===== config.mk =====
export PLATFORM = sky130hd
export DESIGN_NAME = vme_local_bridge
export DESIGN_NICKNAME = d
export VERILOG_FILES = /design/src/rtl/vme_bridge_pkg.sv /design/src/rtl/vme_bridge_sync.sv /design/src/rtl/vme_bridge_decode.sv /design/src/rtl/vme_bridge_ctrl.sv /design/src/rtl/vme_local_bridge.sv
export SDC_FILE = /design/constraint.sdc
export NUM_CORES = 1
export LEC_CHECK = 0
export BUFFER_PORTS_ARGS = -buffer_cell sky130_fd_sc_hd__buf_4
export CAP_MARGIN = 15
export CORE_ASPECT_RATIO = 0.75
export CORE_MARGIN = 4
export CORE_UTILIZATION = 35
export CTS_BUF_LIST = sky130_fd_sc_hd__clkbuf_16
export DETAILED_ROUTE_END_ITERATION = 10
export GPL_ROUTABILITY_DRIVEN = 0
export PLACE_DENSITY = 0.68
export RECOVER_POWER = 100
export SYNTH_ARGS = -nofsm -noshare
export SYNTH_HDL_FRONTEND = slang
export SYNTH_HIERARCHICAL = 1
export SYNTH_SLANG_ARGS = --single-unit

===== constraint.sdc =====
create_clock -name clk -period 2.1 [get_ports clk]
set_input_delay 0.525 -clock clk [delete_from_list [all_inputs] [get_ports clk]]
set_output_delay 0.525 -clock clk [all_outputs]
set_load 0.005 [all_outputs]

===== src/rtl/vme_bridge_pkg.sv =====
package vme_bridge_pkg;
  typedef enum logic [1:0] {
    ST_IDLE,
    ST_STROBE,
    ST_ACK,
    ST_FAULT
  } bridge_state_t;
endpackage


===== src/rtl/vme_bridge_sync.sv =====
module vme_bridge_sync #(
  parameter int W      = 4,
  parameter int STAGES = 2
) (
  input  logic         clk,
  input  logic         rst_n,
  input  logic [W-1:0] d,
  output logic [W-1:0] q
);
  logic [STAGES-1:0][W-1:0] stg;

  always_ff @(posedge clk or negedge rst_n) begin
    if (!rst_n) stg <= '1;
    else        stg <= {stg[STAGES-2:0], d};
  end

  assign q = stg[STAGES-1];
endmodule


===== src/rtl/vme_bridge_decode.sv =====
module vme_bridge_decode #(
  parameter int VME_AW = 32,
  parameter int LOC_AW = 15,
  parameter logic [VME_AW-LOC_AW-1:0] BASE = '0
) (
  input  logic [VME_AW-1:0] addr,
  output logic              hit,
  output logic [LOC_AW-1:0] offset
);
  localparam int BW = VME_AW - LOC_AW;

  logic [BW-1:0] upper;
  assign upper  = addr[VME_AW-1:LOC_AW];
  assign hit    = (upper == BASE);
  assign offset = addr[LOC_AW-1:0];
endmodule


===== src/rtl/vme_bridge_ctrl.sv =====
module vme_bridge_ctrl
  import vme_bridge_pkg::*;
#(
  parameter int DW      = 32,
  parameter int LOC_AW  = 15,
  parameter int ACK_DLY = 3
) (
  input  logic              clk,
  input  logic              rst_n,
  input  logic              as_n_s,
  input  logic [1:0]        ds_n_s,
  input  logic              write_n_s,
  input  logic              hit,
  input  logic              busy,
  input  logic [LOC_AW-1:0] offset,
  input  logic [DW-1:0]     din,
  input  logic [DW-1:0]     rdata,
  output logic [DW-1:0]     dout,
  output logic              dout_oe,
  output logic              dtack,
  output logic              berr,
  output logic              retry,
  output logic [LOC_AW-1:0] laddr,
  output logic              rd_n,
  output logic              wr_n,
  output logic [DW-1:0]     wdata
);
  localparam int CW = $clog2(ACK_DLY + 1);
  localparam logic [CW-1:0] LAST = CW'(ACK_DLY - 1);

  bridge_state_t st;
  logic [CW-1:0] cnt;
  logic          is_wr;
  logic          ds_idle, start;

  assign ds_idle = &ds_n_s;
  assign start   = !as_n_s && !ds_idle;

  always_ff @(posedge clk or negedge rst_n) begin
    if (!rst_n) begin
      st      <= ST_IDLE;
      cnt     <= '0;
      is_wr   <= 1'b0;
      rd_n    <= 1'b1;
      wr_n    <= 1'b1;
      dtack   <= 1'b0;
      berr    <= 1'b0;
      retry   <= 1'b0;
      dout    <= '0;
      dout_oe <= 1'b0;
      laddr   <= '0;
      wdata   <= '0;
    end else begin
      case (st)
        ST_IDLE: begin
          if (start) begin
            laddr <= offset;
            wdata <= din;
            is_wr <= !write_n_s;
            cnt   <= '0;
            if (!hit) begin
              berr <= 1'b1;
              st   <= ST_FAULT;
            end else if (busy) begin
              retry <= 1'b1;
              st    <= ST_FAULT;
            end else begin
              rd_n <= !write_n_s;
              wr_n <= write_n_s;
              st   <= ST_STROBE;
            end
          end
        end
        ST_STROBE: begin
          if (ds_idle) begin
            rd_n <= 1'b1;
            wr_n <= 1'b1;
            st   <= ST_IDLE;
          end else if (cnt == LAST) begin
            dtack   <= 1'b1;
            dout    <= rdata;
            dout_oe <= !is_wr;
            st      <= ST_ACK;
          end else begin
            cnt <= cnt + 1'b1;
          end
        end
        ST_ACK, ST_FAULT: begin
          if (ds_idle) begin
            rd_n    <= 1'b1;
            wr_n    <= 1'b1;
            dtack   <= 1'b0;
            berr    <= 1'b0;
            retry   <= 1'b0;
            dout_oe <= 1'b0;
            st      <= ST_IDLE;
          end
        end
        default: st <= ST_IDLE;
      endcase
    end
  end
endmodule


===== src/rtl/vme_local_bridge.sv =====
module vme_local_bridge #(
  parameter int VME_AW  = 32,
  parameter int LOC_AW  = 15,
  parameter int DW      = 32,
  parameter int STAGES  = 2,
  parameter int ACK_DLY = 3,
  parameter logic [VME_AW-LOC_AW-1:0] BASE = 'h000A5
) (
  input  logic              clk,
  input  logic              rst_n,
  input  logic              vme_as_n,
  input  logic [1:0]        vme_ds_n,
  input  logic              vme_write_n,
  input  logic [VME_AW-1:0] vme_addr,
  input  logic [DW-1:0]     vme_data_in,
  output logic [DW-1:0]     vme_data_out,
  output logic              vme_data_oe,
  output logic              dtack_oe,
  output logic              berr_oe,
  output logic              retry_oe,
  input  logic              loc_busy,
  output logic [LOC_AW-1:0] loc_addr,
  output logic              loc_rd_n,
  output logic              loc_wr_n,
  output logic [DW-1:0]     loc_wdata,
  input  logic [DW-1:0]     loc_rdata
);
  logic [3:0]        ctl_raw, ctl_s;
  logic              hit;
  logic [LOC_AW-1:0] offset;

  assign ctl_raw = {vme_as_n, vme_ds_n, vme_write_n};

  vme_bridge_sync #(.W(4), .STAGES(STAGES)) u_sync (
    .clk(clk), .rst_n(rst_n), .d(ctl_raw), .q(ctl_s)
  );

  vme_bridge_decode #(.VME_AW(VME_AW), .LOC_AW(LOC_AW), .BASE(BASE)) u_dec (
    .addr(vme_addr), .hit(hit), .offset(offset)
  );

  vme_bridge_ctrl #(.DW(DW), .LOC_AW(LOC_AW), .ACK_DLY(ACK_DLY)) u_ctrl (
    .clk(clk), .rst_n(rst_n),
    .as_n_s(ctl_s[3]), .ds_n_s(ctl_s[2:1]), .write_n_s(ctl_s[0]),
    .hit(hit), .busy(loc_busy), .offset(offset),
    .din(vme_data_in), .rdata(loc_rdata),
    .dout(vme_data_out), .dout_oe(vme_data_oe),
    .dtack(dtack_oe), .berr(berr_oe), .retry(retry_oe),
    .laddr(loc_addr), .rd_n(loc_rd_n), .wr_n(loc_wr_n), .wdata(loc_wdata)
  );
endmodule


======== Word-level counts from Yosys, hierarchy flattened ========
Index checks and enable logic that the tools add are counted.
storage, ports and cells
  register bits after elaboration ......... 98
  input port bits ......................... 103
  output and inout port bits .............. 85
  word-level logic and storage cells ...... 86
operators by class
  $add $sub $neg .......................... 1
  eq/ne operators ......................... 16
  muxes and demuxes ....................... 34
  bitwise operators ....................... 1
  reduce and logical (&&, ||, !) cells .... 20
operators with widths
  operator                                                                 count
  2-bit 2-to-1 mux                                                         9
  17-bit by 8-bit equality test with 1-bit output, second input constant   1
  1-bit 2-to-1 mux                                                         17
  4-bit AND reduction                                                      4
  1-bit one-hot mux with 2 select lines                                    6
  2-bit by 1-bit inequality test with 1-bit output, second input constant  5
  2-bit inequality test, second input constant                             5
  2-bit equality test, second input constant                               3
  2-bit one-hot mux with 3 select lines                                    1
  3-bit AND reduction                                                      2
  2-bit nonzero test                                                       3
  5-bit AND reduction                                                      1
  1-bit zero test                                                          4
  2-bit one-hot mux with 2 select lines                                    1
  2-bit AND reduction                                                      2
  3-bit by 1-bit inequality test with 1-bit output, second input constant  1
  3-bit OR reduction                                                       1
  2-bit by 1-bit adder with 2-bit output, second input constant            1
  2-bit by 1-bit equality test with 1-bit output, second input constant    1
  2-bit zero test                                                          1
  2-bit OR reduction                                                       1
  1-bit logical AND                                                        1
  1-bit inverter                                                           1

======== Longest topological paths before layout ========
Gate-level depths: netlist (run 1).
  word-level depth ........................ 5
  gate-level depth with buffers ........... 8
  depth with buffers taken out ............ 6

======== By module ========
The synthesis (run 1) kept the hierarchy.
modules (own cells, without submodules)
  module             times used  cells each  area each (µm²)  seq. area each (µm²)
  vme_bridge_ctrl    1           226         3697.3           2254.7
  vme_bridge_sync    1           12          240.2            210.2
  vme_bridge_decode  1           21          172.7            0.0

======== Worst setup path after synthesis (run 1) ========
OpenSTA, ideal clock, no wires.
  kind .................................... input to register
  start ................................... in vme_addr[25]
  end ..................................... reg u_ctrl.wr_n
  setup time .............................. 0.085 ns
  arrival time ............................ 1.971 ns
  data required time ...................... 2.015 ns
  setup slack ............................. 0.043 ns
  cell stages on the path ................. 6
  path buffers ............................ 0
  cell sequence ........................... nor4_2 > nand4_1 > nor4_2 > or4b_2 > mux2i_1 > a2bb2oi_1
on the way
  cells in the longest elaborated chain, start to end .. 3
RTL lines
  element                                                            line                     source
  from (decl)                                                        vme_local_bridge.sv:14   input logic [VME_AW-1:0] vme_addr,
  17-bit by 8-bit equality test with 1-bit output                    vme_bridge_decode.sv:14  assign hit = (upper == BASE);
  via hit                                                            vme_local_bridge.sv:29   logic hit;
  2-bit by 1-bit inequality test with 1-bit output (no source line)  n/a
  4-bit AND reduction (no source line)                               n/a
  to (signal assigned)                                               vme_bridge_ctrl.sv:69    wr_n <= write_n_s;
  to (decl)                                                          vme_bridge_ctrl.sv:25    output logic wr_n,
The timed path passes the listed nets, and every way through them passes these cells.
A chain may end at the register's enable or synchronous reset.

======== Worst setup path in the final report (run 1) ========
  start ................................... reg u_ctrl.cnt[0]
  end ..................................... reg u_ctrl.dout[5]
on the way
  cells in the longest elaborated chain, start to end .. 2
RTL lines
  element                               line                   source
  from (decl)                           vme_bridge_ctrl.sv:32  logic [CW-1:0] cnt;
  from (signal assigned)                vme_bridge_ctrl.sv:85  cnt <= cnt + 1'b1;
  2-bit equality test                   vme_bridge_ctrl.sv:79  end else if (cnt == LAST) begin
  3-bit AND reduction (no source line)  n/a
  to (signal assigned)                  vme_bridge_ctrl.sv:81  dout <= rdata;
  to (decl)                             vme_bridge_ctrl.sv:18  output logic [DW-1:0] dout,
Every way passes these cells.

==> impl_metrics.py, run 1 <==
metrics = {
    "status": {
        "status": "finished, final reports clean",
    },
    "place": {
        "place_inst": 579,
        "dpl-instance-area_mm2": 0.005525,
        "place_hpwl_um": 6873,
        "place.port_buffers": 187,
    },
    "global_routing": {
        "grt_pass1_vias": 2979,
        "gr-usage-all-layers": 0.1364,
        "grt_pass1_wl_um": 14910,
        "grt_max_degree": 38,
        "grt.overflow.total": 0,
        "antenna_found_initial": 1,
    },
    "cts": {
        "cts_buffers": 9,
        "cts_max_path_buffers": 2,
        "post-cts-setup-buffers": 0,
        "cts_hold_buf": 0,
        "worstSkewPairLatency_ns": 0.34,
        "cts_resized": 0,
        "cts_sinks": 98,
        "cts_tree": "built",
        "clkTransAtPathRegs_ns": 0.07,
        "ctsRootBufferMaster": "clkbuf_16",
        "htree_levels": 3,
    },
    "logic_synthesis": {
        "synth_top_cell_by_area": "dfrtp_1",
        "netlist_area_mm2": 0.004110,
        "seq_area_frac_synth": 0.5997,
        "syn_area_per_cell_um2": 15.87,
        "synth-main-ff-cell": "dfrtp_1",
        "synth.distinct_cells": 39,
        "synth_warnings": 6,
        "syn_inst": 259,
        "synth_edf_count": 0,
        "synth_top_area_frac": 0.5358,
        "async_flop_share": 1.000,
        "synth_nets": 363,
        "ys_top_cells_by_area": "dfrtp_1 (54%), mux2_2 (13%), mux2_4 (11%), dfstp_2 (6.4%), buf_4 (4.0%)",
        "synth_seq_cells": 98,
    },
    "worst_setup_path": {
        "crit_arrival_ns": 2.13,
        "critPathRequiredTime_ns": 2.32,
        "crit_path_end_kind": "register",
        "reg2reg_slack_ns": 0.18,
        "worst_r2r_endpoint": "u_ctrl/dout[5]",
        "reg2reg_from": "u_ctrl/cnt[0]",
        "worstSetupStartpointType": "register",
        "crit_type": "register to register",
        "r2r_cells": 6,
        "cp_max_fo": 32,
    },
    "floorplanning": {
        "initial_core_util": 0.3673,
        "dieHeight_um": 101.9,
        "io-pin-count": 188,
        "die_w_um": 133.1,
        "num_rows": 33,
        "core_region_area_mm2": 0.01119,
        "die_area_mm2": 0.01356,
    },
    "sta": {
        "rsz0062_at_grt": "false",
        "report.final.hold_viol_count": 0,
        "finalHoldWorstSlack_ns": 0.2457,
        "tightest_slew_ns": 0.9052,
        "final-max-slew-violation-count": 0,
        "max_slew_margin": 0.3965,
        "clock_skew_ns": 0.008134,
        "min_period_ns": 1.917,
        "clock.fmax_ghz": 0.5215,
        "finalCritPeriodShare": 0.9131,
        "finalSetupViolations": 0,
    },
    "finish": {
        "nNetsFinal": 537,
        "finish.instance_area_mm2": 0.005624,
        "multi_input_area_mm2": 0.001226,
        "areaGrowthSynthToFinish_pct": 36.83,
        "regArea_mm2": 0.002465,
        "drive_gt1_frac": 0.5845,
        "stdcell_count": 595,
        "fin_util": 0.5026,
        "fillers": 1031,
        "antenna_cells": 0,
    },
    "drt": {
        "wl_met2_um": 4344,
        "ant_nets": 0,
        "drc_errors": 0,
        "top_layer_used": "met5",
        "drt_iter0_markers": 140,
        "vias": 2692,
        "wl_per_cell_um": 15.34,
        "wl_met1_um": 3719,
        "wl_met3_um": 961,
        "totalWireLength_um": 9130,
        "viasPerCell": 4.524,
        "firstDrtPassIters": 4,
    },
    "power": {
        "power_density_mw_per_mm2": 1332,
        "p_leak_nw": 2.601,
        "finalPower_mw": 7.490,
        "ir_worst_vdd_mv": 0.5699,
    },
    "hold_path": {
        "hp-class": "primary input to asynchronous set/reset pin",
    },
    "flow_run": {
        "cap_viol_max_count": 0,
    },
}
Yosys cell counts, types with 2 or more instances:
master / count
dfrtp_1: 88
mux2_2: 49
mux2_4: 30
buf_4: 22
dfstp_2: 10
nand2_1: 6
nor2_1: 5
buf_6: 4
o21ai_0: 4
buf_12: 3
inv_1: 3
a2bb2oi_1: 2
and3_1: 2
and4bb_2: 2
buf_2: 2
mux2i_1: 2
nand2b_1: 2
nor4_2: 2
state kept, by name (all words and copies together) (netlist names):
register and flops:
u_ctrl/wr_n 1, u_ctrl/retry 1, u_ctrl/laddr 15, u_ctrl/st 2, u_ctrl/wdata 32, u_ctrl/rd_n 1, u_ctrl/is_wr 1, u_ctrl/cnt 2
u_ctrl/dtack 1, u_ctrl/berr 1, u_sync/stg 4, u_ctrl/dout 32, u_sync/q 4, u_ctrl/dout_oe 1
per-stage QoR:
stage | setup TNS [ns] | worst slack [ns]
final | 0 | 0.1826
after global routing | 0 | 0.1048
after CTS | 0 | 0.1835
after detailed placement | -0.08197 | -0.08197
after global placement | -0.06262 | -0.06262
after floorplan | 0 | 0.04311
logic make-up (layout without fill, tap and decap cells):
group,count (synthesis),after routing,synth area share
AOI/OAI and AO/OA,18,18,0.03440
adders and majority gates,1,1,0.003044
buffers and inverters,35,214,0.07184
DFF,98,98,0.5997
muxes,81,81,0.2487
and+or+nand+nor,26,26,0.04231
worst max-delay path, stage by stage (launching register included):
cell,delay (ns)
dfrtp_1,0.42
inv_1,0.07
ha_1,0.17
nand2b_1,0.10
or3b_2,0.46
buf_6,0.22
mux2_1,0.34
report_power, final:
part           switching [mW]  total, mW  internal (mW)
combinational           0.891       2.46           1.57
clock                   0.746       1.81           1.07
sequential              0.471       3.22           2.75
per-layer routing:
| layer | track usage | up-vias |
|---|---|---|
| met1 | 0.1656 | 1304 |
| met3 | 0.06496 | 13 |
| met5 | 0 | - |
| met2 | 0.2188 | 124 |
| li1 | - | 1249 |
| met4 | 0.04190 | 2 |
cell type report:
cell class                      instances  area share
Clock buffer                            9     0.04004
Tap cell                              157     0.03493
Timing Repair Buffer                  195      0.2476
Multi-Input combinational cell        126      0.2180
Clock inverter                          7     0.01913
Sequential cell                        98      0.4383
Inverter                                3    0.002002
cell usage in the layout, fill, tap and decap left out, drive strengths merged, types with 2 or more instances in the layout:
cell,n
mux2,79
dfrtp,88
nor4,2
clkbuf,102
nand2,6
nor2,5
bufinv,2
mux2i,2
inv,6
and4bb,2
o21ai,4
nand2b,2
and3,2
dfstp,10
a2bb2oi,2
buf,102
worst max-delay path by stage:
| stage | from | end | slack, ns | cells after the start |
|---|---|---|---|---|
| floorplan | vme_addr[25] | u_ctrl/wr_n | 0.04 | 6 |
| global placement | vme_addr[25] | u_ctrl/wr_n | -0.06 | 7 |
| detailed placement | vme_addr[25] | u_ctrl/wr_n | -0.08 | 7 |
| CTS | u_ctrl/cnt[0] | u_ctrl/dout[4] | 0.18 | 6 |
| global route | vme_addr[25] | u_ctrl/rd_n | 0.10 | 8 |
| finish | u_ctrl/cnt[0] | u_ctrl/dout[5] | 0.18 | 6 |
No activity file was read; power rests on OpenSTA's default activity.
==> inputs of run 2 (changes only) <==
- REMOVE_ABC_BUFFERS: default -> 1
==> run 2 against run 1 <==
Clock skew decreased by 0.0021 ns. First-iteration DRC count shrank 42%. Via count shrank 0.22%. Power decreased by 3.1%. Routed wire length grew 1.6%. Final area shrank 0.76%. Flip-flop and latch count did not move. Combinational power is essentially flat. Non-clock buffer count up 1. Cell count rose by 0.17%. Largest cell class unchanged. Largest power group unchanged. Highest routed layer is now met4.
==> impl_metrics.py, run 2 (synthesis results as in run 1) <==
metrics = {
    "finish": {
        "fillers": 1024,
        "final_cell_mix": "buf_4 (102), dfrtp_1 (88), clkbuf_4 (70)",
        "final_common_cell": "buf_4",
        "nNetsFinal": 538,
        "areaGrowthSynthToFinish_pct": 35.80,
        "fin_util": 0.4988,
        "top_regs": "u_ctrl/dout (32), u_ctrl/wdata (32), u_ctrl/laddr (15)",
        "antenna_cells": 0,
        "drive_gt1_frac": 0.5718,
    },
    "worst_setup_path": {
        "critPathRequiredTime_ns": 2.35,
        "crit_path_cell_trace": "clkbuf_4 -> nor4_2 -> nand4_1 -> nor4_1 -> or4b_2 -> mux2i_1 -> a2bb2oi_1",
        "path_buf_inv": 1,
        "cp_max_fo": 2,
        "crit_start": "vme_addr[25]",
        "worstSetupStartpointType": "primary input",
        "reg2reg_from": "u_ctrl/cnt[0]",
        "crit_path_top_delay_cell": "or4b_2",
        "cp_top_family": "simple AND/OR/NAND/NOR gates",
        "crit_path_end_kind": "register",
        "crit_arrival_ns": 2.17,
        "crit_type": "primary input to register",
        "cpPeakStageDelay_ns": 0.61,
    },
    "floorplanning": {
        "initial_core_util": 0.3673,
        "core_region_area_mm2": 0.01119,
        "num_rows": 33,
        "dieHeight_um": 101.9,
        "die_w_um": 133.1,
        "die_area_mm2": 0.01356,
        "io-pin-count": 188,
    },
    "power": {
        "finalPower_mw": 7.256,
        "p_leak_nw": 2.586,
        "ir_worst_vdd_mv": 0.6759,
        "power_density_mw_per_mm2": 1300,
    },
    "hold_path": {
        "worst_hold_startpoint": "vme_ds_n[0]",
        "hp-class": "primary input to register",
    },
    "sta": {
        "rsz0062_at_grt": "false",
        "finalSetupViolations": 0,
        "finalCritPeriodShare": 0.9115,
        "tightest_slew_ns": 1.253,
        "report.final.hold_viol_count": 0,
        "final-max-slew-violation-count": 0,
        "clock_skew_ns": 0.005984,
        "clock.fmax_ghz": 0.5224,
        "max_slew_margin": 0.1645,
        "min_period_ns": 1.914,
    },
    "global_routing": {
        "grt_pass1_wl_um": 14780,
        "gr-usage-all-layers": 0.1364,
        "grt_pass1_vias": 2898,
        "grt.overflow.total": 0,
        "grt_max_degree": 53,
        "antenna_found_initial": 0,
    },
    "drt": {
        "wl_per_cell_um": 15.56,
        "drt_iter0_markers": 81,
        "drc_errors": 0,
        "totalWireLength_um": 9274,
        "ant_nets": 0,
        "viasPerCell": 4.507,
        "firstDrtPassIters": 4,
        "vias": 2686,
    },
    "cts": {
        "htree_levels": 3,
        "cts_sinks": 98,
        "cts_hold_buf": 0,
        "clkTransAtPathRegs_ns": 0.07,
        "worstSkewPairLatency_ns": 0.33,
        "cts_tree": "built",
        "ctsRootBufferMaster": "clkbuf_16",
        "cts_buffers": 9,
        "cts_max_path_buffers": 2,
        "post-cts-setup-buffers": 0,
        "cts_resized": 0,
    },
    "flow_run": {
        "cap_viol_max_count": 0,
    },
    "place": {
        "place.port_buffers": 187,
        "place_hpwl_um": 7074,
    },
    "status": {
        "status": "finished, final reports clean",
    },
}
==> run 2: path summary, 6_finish.rpt <==
path / end / slack, ns / cells past startpoint
min reg2reg: u_sync/q[3] / 0.35 / 0
min: u_sync/stg[1] / 0.30 / 1
max reg2reg: u_ctrl/dout[23] / 0.24 / 6
max: u_ctrl/wr_n / 0.19 / 7
max in group asynchronous: u_ctrl/is_wr / 0.75 / 2
min in group asynchronous: u_ctrl/dout[7] / 0.52 / 2
==> run 2: power breakdown <==
part | leakage, nW | switching (mW) | internal (mW)
Combinational | 1.31 | 0.917 | 1.56
Sequential | 1.14 | 0.459 | 2.75
Clock | 0.144 | 0.664 | 0.903
Total | 2.59 | 2.04 | 5.22
==> run 2: stage by stage <==
step / hold slack (ns) / instances / area [um2] / setup TNS (ns) / setup WS (ns)
floorplan: 0.2294 / 227 / 3826 / -11.88 / -0.3344
global placement: 0.3467 / 580 / 5533 / -0.05054 / -0.05054
detailed placement: 0.3475 / 580 / 5533 / -0.1029 / -0.09656
CTS: 0.1778 / 596 / 5814 / 0 / 0.2380
global route: 0.2726 / 596 / 5582 / 0 / 0.09821
finish: 0.3003 / 596 / 5582 / 0 / 0.1859
==> run 2: final cells by class <==
class	count	area [um2]	area share
inverter	3	11.26	0.002017
multi-input combinational	126	1236	0.2215
tap	157	196.4	0.03519
timing repair buffer	196	1391	0.2493
clock buffer	9	225.2	0.04035
clock inverter	7	56.30	0.01009
sequential	98	2465	0.4416
==> run 2: metal layers <==
metal / track usage / up-vias / wire (um)
met1: 0.1568 / 1333 / 3797
met3: 0.05955 / 8 / 777
met5: 0 / - / 0
met2: 0.2324 / 104 / 4586
met4: 0.04506 / 0 / 112
li1: - / 1241 / -
==> inputs of run 3 (changes only) <==
- BUFFER_PORTS_ARGS: -buffer_cell sky130_fd_sc_hd__buf_4 -> -buffer_cell sky130_fd_sc_hd__buf_2
==> run 3 against run 2 <==
Flip-flop and latch count is the same. Highest routed layer unchanged. Critical path type is now register to register. First-iteration DRC count grew 25%. Clock skew shrank 0.0021 ns.
==> impl_metrics.py, run 3 (synthesis results as in run 1) <==
metrics = {
    "status": {
        "status": "finished, final reports clean",
    },
    "power": {
        "ir_worst_vdd_mv": 0.6059,
        "seq_power_share": 0.473,
        "power_density_mw_per_mm2": 1335,
        "p_leak_nw": 2.325,
        "p_switching_mw": 2.021,
        "p_clk_frac": 0.231,
        "p_int_mw": 4.791,
        "comb_power_share": 0.295,
        "swShare": 0.2967,
    },
    "sta": {
        "report.final.hold_viol_count": 0,
        "clock_skew_ns": 0.003864,
        "max_slew_margin": 0.1262,
        "rsz0062_at_grt": "false",
        "finalHoldWorstSlack_ns": 0.2882,
        "min_period_ns": 1.891,
        "final-max-slew-violation-count": 0,
        "clock.fmax_ghz": 0.5288,
        "finalCritPeriodShare": 0.9005,
        "finalSetupViolations": 0,
        "tightest_slew_ns": 1.311,
        "worst_slack_ns": 0.2090,
        "fin_setup_tns_ns": 0,
    },
    "cts": {
        "htree_levels": 3,
        "ctsRootBufferMaster": "clkbuf_16",
        "cts_resized": 0,
        "cts_max_path_buffers": 2,
        "worstSkewPairLatency_ns": 0.33,
        "post-cts-setup-buffers": 0,
        "cts_tree": "built",
        "clkTransAtPathRegs_ns": 0.06,
        "cts_sinks": 98,
        "cts_hold_buf": 0,
        "cts_buffers": 9,
    },
    "worst_setup_path": {
        "r2r_cells": 6,
        "cpPeakStageDelay_ns": 0.45,
        "worst_r2r_endpoint": "u_ctrl/dout[22]",
        "crit_path_end_kind": "register",
        "reg2reg_slack_ns": 0.21,
        "crit_type": "register to register",
        "crit_start": "u_ctrl/cnt[0]",
        "cp_max_fo": 32,
        "critPathRequiredTime_ns": 2.31,
        "crit_path_cell_trace": "inv_1 -> ha_1 -> nand2b_1 -> or3b_2 -> buf_6 -> mux2_1",
        "crit_path_end": "u_ctrl/dout[22]",
        "worstSetupStartpointType": "register",
        "crit_arrival_ns": 2.10,
        "reg2reg_from": "u_ctrl/cnt[0]",
        "crit_path_top_delay_cell": "or3b_2",
    },
    "finish": {
        "top_regs": "u_ctrl/dout (32), u_ctrl/wdata (32), u_ctrl/laddr (15)",
        "drive_gt1_frac": 0.4805,
        "nNetsFinal": 536,
        "stdcell_count": 594,
        "fin_util": 0.4560,
        "final_cell_mix": "buf_2 (125), dfrtp_1 (88), clkbuf_1 (64)",
        "areaGrowthSynthToFinish_pct": 24.14,
        "final_common_cell": "buf_2",
        "antenna_cells": 0,
    },
    "global_routing": {
        "gr-usage-all-layers": 0.1342,
        "grt_pass1_vias": 2938,
        "grt_max_degree": 99,
        "grt.overflow.total": 0,
        "antenna_found_initial": 0,
        "grt_pass1_wl_um": 14620,
    },
    "floorplanning": {
        "die_w_um": 133.1,
        "num_rows": 33,
        "initial_core_util": 0.3673,
        "core_region_area_mm2": 0.01119,
        "die_area_mm2": 0.01356,
        "dieHeight_um": 101.9,
        "io-pin-count": 188,
    },
    "place": {
        "place.port_buffers": 187,
        "dpl_worst_slack_ns": -0.06469,
        "place_inst": 578,
        "place_hpwl_um": 6550,
    },
    "flow_run": {
        "cap_viol_max_count": 0,
    },
    "drt": {
        "firstDrtPassIters": 6,
        "wl_per_cell_um": 14.97,
        "drc_errors": 0,
        "viasPerCell": 4.490,
        "totalWireLength_um": 8894,
        "ant_nets": 0,
        "drt_iter0_markers": 101,
        "vias": 2667,
    },
    "hold_path": {
        "hp-class": "primary input to register",
    },
}
## run 3: cell count changes in the layout (fill, tap and decap cells not counted), sizes merged
| cell | delta |
|---|---|
| clkbuf | -26 |
| buf | +24 |
| clkinv | +2 |
| inv | -2 |
## run 3: critical path, delay by kind of cell (launching register included)
family                   cells  cell delay (ns)
multiplexers                 1             0.36
buffers and inverters        2             0.29
flip-flops                   1             0.41
AND/OR/NAND/NOR              2             0.53
adder cells (fa/ha/maj)      1             0.17
## run 3: area by class of cell
type,count,area [um2]
Clock buffer,9,225.2
Clock inverter,7,61.31
Fill cell,1094,6087
Inverter,3,11.26
Multi-Input combinational cell,126,1236
Sequential cell,98,2465
Tap cell,157,196.4
Timing Repair Buffer,194,907.1
## run 3: worst min path at each step
stage | start | to | slack (ns) | cells past startpoint
CTS | rst_n | u_ctrl/dout[15] | 0.26 | 2
global route | vme_ds_n[1] | u_sync/stg[2] | 0.26 | 1
finish | vme_ds_n[1] | u_sync/stg[2] | 0.29 | 1
global placement | u_sync/stg[0] | u_sync/q[0] | 0.35 | 0
detailed placement | u_sync/stg[3] | u_sync/q[3] | 0.35 | 0
floorplan | rst_n | u_ctrl/berr | 0.23 | 0
## run 3: power groups by stage
stage          clock network (mW)  registers, mW  logic, mW
3_5_place_dp                    0           3.24       2.47
6_report                     1.58           3.22       2.01
2_1_floorplan                   0           3.29       1.17
3_3_place_gp                    0           3.22       2.40
4_1_cts                      1.64           3.23       2.47
5_1_grt                      1.73           3.34       2.25
## run 3: metrics by stage
| step | power [mW] | cell area, um2 |
|---|---|---|
| 2_1_floorplan | 4.457 | 3826 |
| 3_3_place_gp | 5.617 | 5040 |
| 3_5_place_dp | 5.708 | 5040 |
| 4_1_cts | 7.350 | 5326 |
| 5_1_grt | 7.323 | 5102 |
| 6_report | 6.812 | 5102 |
## run 3: routing by layer
metal | global-route usage | up-vias | share of wire | routed length (um)
li1 | - | 1240 | - | -
met1 | 0.1613 | 1314 | 0.41 | 3655
met2 | 0.2270 | 102 | 0.50 | 4442
met3 | 0.04675 | 11 | 0.076 | 673
met4 | 0.04901 | 0 | 0.014 | 123
met5 | 0 | - | 0 | 0
